$ cat config.mk
export PLATFORM = sky130hd
export DESIGN_NAME = iwo_handshake
export DESIGN_NICKNAME = d
export VERILOG_FILES = /design/src/rtl/iwo_pkg.sv /design/src/rtl/iwo_decode.sv /design/src/rtl/iwo_order_track.sv /design/src/rtl/iwo_err_count.sv /design/src/rtl/iwo_handshake.sv
export SDC_FILE = /design/constraint.sdc
export NUM_CORES = 1
export LEC_CHECK = 0
export BUFFER_PORTS_ARGS = -buffer_cell sky130_fd_sc_hd__clkbuf_2
export CAP_MARGIN = 30
export CORE_ASPECT_RATIO = 2
export CORE_MARGIN = 2
export CORE_UTILIZATION = 35
export DETAILED_ROUTE_END_ITERATION = 10
export SETUP_SLACK_MARGIN = 0.1
export SLEW_MARGIN = 10
export SYNTH_ARGS = -nofsm -noshare
export SYNTH_HDL_FRONTEND = slang
export SYNTH_HIERARCHICAL = 1
export SYNTH_SLANG_ARGS = --single-unit
$ cat constraint.sdc
create_clock -name clk -period 4.3 [get_ports clk]
set_clock_uncertainty 0.1 [all_clocks]
set_input_delay 0.43 -clock clk [delete_from_list [all_inputs] [get_ports clk]]
set_output_delay 0.43 -clock clk [all_outputs]
set_load 0.02 [all_outputs]
$ cat src/rtl/iwo_pkg.sv
package iwo_pkg;

    typedef enum logic [1:0] {
        RK_MEM_RD = 2'b00,
        RK_MEM_WR = 2'b01,
        RK_IO_RD  = 2'b10,
        RK_IO_WR  = 2'b11
    } req_kind_e;

    typedef enum logic [1:0] {
        RS_ACCEPT = 2'b00,
        RS_RETRY  = 2'b01,
        RS_MABORT = 2'b10
    } rsp_code_e;

    localparam int ERR_IO   = 0;
    localparam int ERR_P2P  = 1;
    localparam int NUM_ERR  = 2;

    typedef struct packed {
        logic is_write;
        logic hit_io;
        logic hit_p2p;
    } req_class_t;

    function automatic logic kind_is_io(req_kind_e k);
        return (k == RK_IO_RD) || (k == RK_IO_WR);
    endfunction

    function automatic logic kind_is_write(req_kind_e k);
        return (k == RK_MEM_WR) || (k == RK_IO_WR);
    endfunction

endpackage

$ cat src/rtl/iwo_decode.sv
module iwo_decode
    import iwo_pkg::*;
#(
    parameter int             AW         = 32,
    parameter logic [AW-1:0]  PEER_BASE  = 32'hC000_0000,
    parameter logic [AW-1:0]  PEER_LIMIT = 32'hE000_0000
) (
    input  logic [1:0]    kind,
    input  logic [AW-1:0] addr,
    output req_class_t    cls
);
    req_kind_e k;
    logic      in_win;

    always_comb begin
        k           = req_kind_e'(kind);
        in_win      = (addr >= PEER_BASE) && (addr < PEER_LIMIT);
        cls.is_write = kind_is_write(k);
        cls.hit_io   = kind_is_io(k);
        cls.hit_p2p  = !kind_is_io(k) && in_win;
    end
endmodule

$ cat src/rtl/iwo_order_track.sv
module iwo_order_track (
    input  logic clk,
    input  logic rst,
    input  logic track_set,
    input  logic cpl_hit,
    output logic pending,
    output logic orphan
);
    logic pend_q;
    logic orphan_q;

    always_ff @(posedge clk) begin
        if (rst) begin
            pend_q   <= 1'b0;
            orphan_q <= 1'b0;
        end else begin
            if (track_set)
                pend_q <= 1'b1;
            else if (cpl_hit)
                pend_q <= 1'b0;
            if (cpl_hit && !pend_q)
                orphan_q <= 1'b1;
        end
    end

    assign pending = pend_q;
    assign orphan  = orphan_q;
endmodule

$ cat src/rtl/iwo_err_count.sv
module iwo_err_count #(
    parameter int CNT_W = 8,
    parameter int NUM   = 2
) (
    input  logic               clk,
    input  logic               rst,
    input  logic [NUM-1:0]     inc,
    output logic [NUM*CNT_W-1:0] cnt
);
    localparam logic [CNT_W-1:0] CNT_MAX = '1;

    for (genvar i = 0; i < NUM; i++) begin : g_cnt
        logic [CNT_W-1:0] c_q;
        always_ff @(posedge clk) begin
            if (rst)
                c_q <= '0;
            else if (inc[i] && (c_q != CNT_MAX))
                c_q <= c_q + 1'b1;
        end
        assign cnt[i*CNT_W +: CNT_W] = c_q;
    end
endmodule

$ cat src/rtl/iwo_handshake.sv
module iwo_handshake
    import iwo_pkg::*;
#(
    parameter int             AW         = 32,
    parameter logic [AW-1:0]  PEER_BASE  = 32'hC000_0000,
    parameter logic [AW-1:0]  PEER_LIMIT = 32'hE000_0000,
    parameter logic [3:0]     AGENT_ID   = 4'b1001,
    parameter int             CNT_W      = 8
) (
    input  logic             clk,
    input  logic             rst,
    input  logic             cfg_hs_en,
    input  logic             cfg_int_arb,
    input  logic             req_valid,
    input  logic [1:0]       req_kind,
    input  logic [AW-1:0]    req_addr,
    input  logic             req_sb,
    input  logic             cpl_valid,
    input  logic             cpl_sb,
    output logic             fwd_valid,
    output logic             fwd_write,
    output logic [AW-1:0]    fwd_addr,
    output logic [3:0]       fwd_agent,
    output logic             fwd_tracked,
    output logic             rsp_valid,
    output logic [1:0]       rsp_code,
    output logic             wsc_n,
    output logic             err_orphan_cpl,
    output logic [CNT_W-1:0] err_io_cnt,
    output logic [CNT_W-1:0] err_p2p_cnt
);
    req_class_t         cls;
    logic               pending;
    logic               unsupported;
    logic               sb_wr;
    logic               retry;
    logic               go;
    logic               hs_on;
    logic               track_set;
    logic               cpl_hit;
    logic [NUM_ERR-1:0] err_inc;
    logic [NUM_ERR*CNT_W-1:0] err_cnt;

    logic               fwd_valid_q;
    logic               fwd_write_q;
    logic [AW-1:0]      fwd_addr_q;
    logic               fwd_tracked_q;
    logic               rsp_valid_q;
    rsp_code_e          rsp_code_q;

    iwo_decode #(
        .AW        (AW),
        .PEER_BASE (PEER_BASE),
        .PEER_LIMIT(PEER_LIMIT)
    ) u_decode (
        .kind(req_kind),
        .addr(req_addr),
        .cls (cls)
    );

    always_comb begin
        unsupported = cls.hit_io | cls.hit_p2p;
        sb_wr       = req_valid && req_sb && cls.is_write && !unsupported;
        retry       = sb_wr && pending;
        go          = req_valid && !unsupported && !retry;
        hs_on       = cfg_hs_en && cfg_int_arb;
        track_set   = sb_wr && !pending && hs_on;
        cpl_hit     = cpl_valid && cpl_sb;
        err_inc     = '0;
        err_inc[ERR_IO]  = req_valid && cls.hit_io;
        err_inc[ERR_P2P] = req_valid && cls.hit_p2p;
    end

    iwo_order_track u_track (
        .clk      (clk),
        .rst      (rst),
        .track_set(track_set),
        .cpl_hit  (cpl_hit),
        .pending  (pending),
        .orphan   (err_orphan_cpl)
    );

    iwo_err_count #(
        .CNT_W(CNT_W),
        .NUM  (NUM_ERR)
    ) u_err (
        .clk(clk),
        .rst(rst),
        .inc(err_inc),
        .cnt(err_cnt)
    );

    always_ff @(posedge clk) begin
        if (rst) begin
            fwd_valid_q   <= 1'b0;
            fwd_write_q   <= 1'b0;
            fwd_addr_q    <= '0;
            fwd_tracked_q <= 1'b0;
            rsp_valid_q   <= 1'b0;
            rsp_code_q    <= RS_ACCEPT;
        end else begin
            fwd_valid_q   <= go;
            fwd_write_q   <= go && cls.is_write;
            fwd_tracked_q <= track_set;
            if (go)
                fwd_addr_q <= req_addr;
            rsp_valid_q   <= req_valid;
            if (unsupported)
                rsp_code_q <= RS_MABORT;
            else if (retry)
                rsp_code_q <= RS_RETRY;
            else
                rsp_code_q <= RS_ACCEPT;
        end
    end

    assign fwd_valid   = fwd_valid_q;
    assign fwd_write   = fwd_write_q;
    assign fwd_addr    = fwd_addr_q;
    assign fwd_agent   = fwd_valid_q ? AGENT_ID : 4'b0000;
    assign fwd_tracked = fwd_tracked_q;
    assign rsp_valid   = rsp_valid_q;
    assign rsp_code    = rsp_code_q;
    assign wsc_n       = pending;
    assign err_io_cnt  = err_cnt[ERR_IO*CNT_W +: CNT_W];
    assign err_p2p_cnt = err_cnt[ERR_P2P*CNT_W +: CNT_W];
endmodule

After elaboration in Yosys (flattened, before gate mapping)
Index checks and enable logic that the tools add are counted.
{"block": "classes", "div_mod_pow": 0, "n_mul": 0, "add_sub_neg": 2, "n_mux": 5, "reduce_logical": 26, "n_shift": 0, "n_lt_le_gt_ge": 2, "eq_ne": 5, "bitwise": 1}
{"operator": "$ge 32x32->1 const B", "count": 1}
{"operator": "$lt 32x32->1 const B", "count": 1}
{"operator": "$logic_and 1x1->1", "count": 18}
{"operator": "$add 8x1->8 const B", "count": 2}
{"operator": "$ne 8x8->1 const B", "count": 2}
{"operator": "$eq 2x2->1 const B", "count": 2}
{"operator": "$logic_not 1->1", "count": 4}
{"operator": "$mux 4", "count": 1}
{"operator": "$mux 1", "count": 3}
{"operator": "$eq 2x1->1 const B", "count": 1}
{"operator": "$logic_or 1x1->1", "count": 2}
{"operator": "$mux 2", "count": 1}
{"operator": "$reduce_bool 2->1", "count": 1}
{"operator": "$reduce_or 2->1", "count": 1}
{"operator": "$or 1x1->1", "count": 1}
{"block": "word_totals", "out_inout_bits": 60, "mem_count": 0, "mem_bits_rw": 0, "elab_cells": 52, "latchBits": 0, "register_bits": 56, "in_bits": 42, "rom_bits": 0}

Logic depth before layout (Yosys ltp)
{"block": "depth", "ltp_word": 11, "depth_mapped": 6, "mapped_depth_nobuf": 6}

Cells and area by module
The synthesis kept the hierarchy.
{"module": "iwo_handshake", "n_inst": 1, "cells_per_inst": 165, "seq_area_each_um2": 760.7, "area_each_um2": 1702.9}
{"module": "iwo_err_count", "n_inst": 1, "cells_per_inst": 89, "seq_area_each_um2": 320.3, "area_each_um2": 837.1}
{"module": "iwo_order_track", "n_inst": 1, "cells_per_inst": 8, "seq_area_each_um2": 40.0, "area_each_um2": 70.1}
{"module": "iwo_decode", "n_inst": 1, "cells_per_inst": 3, "seq_area_each_um2": 0.0, "area_each_um2": 20.0}

Worst setup path after synthesis
OpenSTA, ideal clock, no wires.
{"block": "synth_path", "path_type": "input to register", "start": "input req_kind[1]", "end": "register u_err.g_cnt[0].c_q[5]", "setup_slack_ns": 2.631, "path_stages": 6, "t_required_ns": 4.077, "setup_time_ns": 0.123, "n_path_buf": 2, "arrival_ns": 1.445, "cell_sequence": "clkbuf_1 > and2_1 > buf_2 > nand4_1 > a211oi_2 > mux2_1"}
{"block": "synth_between", "elab_chain_cells": 4, "word_cells_on_any_way": 5, "cone_classes": "eq/ne (2); reduce/logical (3)"}
{"element": "from (decl)", "line_no": "iwo_handshake.sv:15", "source": "input logic [1:0] req_kind,"}
{"element": "$eq 2x2->1", "line_no": "iwo_pkg.sv:27", "source": "return (k == RK_IO_RD) || (k == RK_IO_WR);"}
{"element": "$logic_or 1x1->1 (*)", "line_no": "iwo_pkg.sv:27"}
{"element": "$logic_and 1x1->1 (*)", "line_no": "iwo_handshake.sv:70", "source": "err_inc[ERR_IO] = req_valid && cls.hit_io;"}
{"element": "via err_inc[0]", "line_no": "iwo_handshake.sv:41", "source": "logic [NUM_ERR-1:0] err_inc;"}
{"element": "$logic_and 1x1->1 (*)", "line_no": "iwo_err_count.sv:17", "source": "else if (inc[i] && (c_q != CNT_MAX))"}
{"element": "to (signal assigned)", "line_no": "iwo_err_count.sv:18", "source": "c_q <= c_q + 1'b1;"}
{"element": "to (decl)", "line_no": "iwo_err_count.sv:13", "source": "logic [CNT_W-1:0] c_q;"}
Mark *: on every way through the listed nets, which the timed path passes. The rest lies on a longest branch.
A chain may end at the register's enable or synchronous reset.

==> reports/qor.yml <==
status:
  status: "complete, no violations"
critical_path:
  crit_family: "simple AND/OR/NAND/NOR gates"
  path_cells: "clkbuf_2, and4bb_2, nor2_1, and3_2, buf_12, mux2i_1"
  critical_path_arrival_ns: 1.91
  crit_path_start_kind: "input pin"
  worst-path-max-fanout: 20
  cp.buffers_inverters: 2
  required_ns: 4.42
  cp_slowest_stage_delay_ns: 0.50
  path_class: "input pin to register"
  worst-r2r-setup-slack_ns: 2.60
  cp-end-kind: "register"
  critPathSlowestCell: "and3_2"
cts:
  path_clk_slew_ns: 0.07
  cts_hold_buf: 0
  cts_resized: 0
  post_cts_buffers: 0
  cts.sinks: 56
  htreeDepth: 2
  cts_tree: "yes"
  numCtsBuffers: 5
  cts-root-buf: "clkbuf_16"
  clock_latency_ns: 0.29
  clockBufferDepth: 2
floorplan:
  io_pins: 102
  fp-row-count: 44
  die_h_um: 127
  dieArea_um2: 8270
  start_util: 0.362
  core-area_um2: 7270
  dieWidth_um: 65.3
synthesis:
  syn_area_um2: 2630
  ys_top_cells_by_area: "dfxtp_1 (43%), nand2b_1 (17%), mux2i_1 (13%)"
  synth_cells: 265
  yosys_warnings: 6
  yosysTopAreaCell: "dfxtp_1"
  synth_top_area_share: 0.426
  syn_avg_cell_area_um2: 9.92
  ys_ff_latch: 56
  yosys-top-cells-count: "nand2b_1 (70), dfxtp_1 (56), mux2i_1 (34), a21oi_1 (11), clkbuf_1 (9)"
  ys.flop_type: "dfxtp_1"
  ys_seq_area_frac: 0.426
  yosysMostFrequentCell: "nand2b_1"
  synth_cell_types: 41
  ys_async_sr_fraction: 0
  synth_edf_count: 0
global_route:
  grt_max_degree: 67
  grt_use_total: 0.143
  grt_pass1_vias: 2008
  antenna_found_initial: 0
  grt-ovfl-total: 0
  grt_pass1_wl_mm: 9.25
sta:
  slew_headroom: 0.666
  fin_setup_tns_ns: 0
  report.final.slew_viol_count: 0
  worst_slew_pin_slew_ns: 0.501
  setup_viol: 0
  finalHoldViolations: 0
  fmax_mhz: 559
  timing.final.ws_setup_ns: 2.51
  rsz0062_at_grt: "false"
  fin_crit_sh: 0.416
  fin_crit_ns: 1.79
  hold_ws_ns: 0.273
route:
  m1WireLength_mm: 2.26
  drtIter0Drc: 95
  wirelength_mm: 5.83
  dr_wl_met2_mm: 3.11
  post_drt_wl_per_cell_um: 13.1
  wl_met3_um: 314
  drc_errors: 0
  via_per_inst: 4.82
  vias: 2141
  drtAntennaViolNets: 0
  top_layer_used: "met4"
  dr.pass1.iters: 4
cells_and_area:
  layout-drive-gt1-share: 0.341
  antenna_cells: 0
  fin_nets: 396
  area_delta_synth_final_pct: 25.2
power:
  leakage_nw: 1.44
  peakVddDrop_mv: 0.202
  power_mw: 1.19
  power_density_nw_per_um2: 363
placement:
  hpwl_mm: 4.28
  place_ws_ns: 1.97
  portBuffers: 99
  gp_congestion: 0.823
job:
  drv_cap: 0
min_path:
  hp-class: "input pin to register"
-- cell type report --
type,count,area (um^2)
flip-flops and latches,56,1120
multi-input cells,186,1340
repair buffers,101,523
clock buffers,5,125
fillers,751,3970
well taps,92,115
inverters,2,7.51
clock inverters,2,60.1
-- per-stage QoR --
stage / instances / util / cell area [um^2]
floorplan: 266 / - / 2630
global placement: 436 / 0.425 / 3090
detailed placement: 436 / 0.425 / 3090
CTS: 443 / 0.450 / 3270
global route: 444 / 0.453 / 3290
finish: 444 / 0.453 / 3290
-- layer usage --
layer  vias up  GRT usage
met1      1001      0.158
li1       1071          -
met5         -          0
met2        58      0.252
met3        11     0.0328
met4         0     0.0650
-- worst min-delay path, delay by kind of cell --
family	cells	cell delay (ns)
buffers and inverters	1	0.08
AND/OR/NAND/NOR	1	0.05
multiplexers	1	0.06
-- final timing paths --
path / start / endpoint / cells past startpoint
hold / removal: req_addr[18] / fwd_addr[18]$_SDFFE_PP0P_ / 3
setup reg to reg: u_err/g_cnt[0].c_q[0]$_SDFFE_PP0P_ / u_err/g_cnt[0].c_q[5]$_SDFFE_PP0P_ / 4
setup / recovery: req_kind[1] / fwd_addr[21]$_SDFFE_PP0P_ / 6
hold reg to reg: u_track/orphan$_SDFFE_PP0P_ / u_track/orphan$_SDFFE_PP0P_ / 2
-- registers in the layout, indices dropped and copies added (netlist names) --
register	flops
rsp_valid	1
fwd_write	1
u_err/g_cnt.c_q	16
fwd_tracked	1
rsp_code	2
u_track/orphan	1
u_track/pending	1
fwd_addr	32
fwd_valid	1
-- where the power goes --
part	internal (mW)	switching (mW)	total [mW]
clock	0.331	0.181	0.511
combinational	0.0597	0.0731	0.133
sequential	0.538	0.0117	0.550
-- logic make-up (layout without fill, tap and decap cells) --
| kind of cell | Yosys count | in the layout | synth area share |
|---|---|---|---|
| AO/OA/AOI/OAI | 27 | 27 | 0.0737 |
| adder cells (fa/ha/maj) | 2 | 2 | 0.00951 |
| buffers and inverters | 24 | 110 | 0.0656 |
| flip-flops | 56 | 56 | 0.426 |
| multiplexers | 37 | 37 | 0.142 |
| other | 1 | 2 | 0.00143 |
| AND/OR/NAND/NOR | 118 | 118 | 0.281 |
-- cells in the final DEF (no fill, tap or decap), types with 4 or more instances in the layout --
cell	count
mux2i_1	34
nor2_1	8
nor3_1	6
a211oi_1	4
nor2b_1	6
clkbuf_16	5
dfxtp_1	56
nand4_1	4
a21oi_1	11
nand2b_1	70
clkbuf_2	99
No activity file was read; power rests on OpenSTA's default activity.
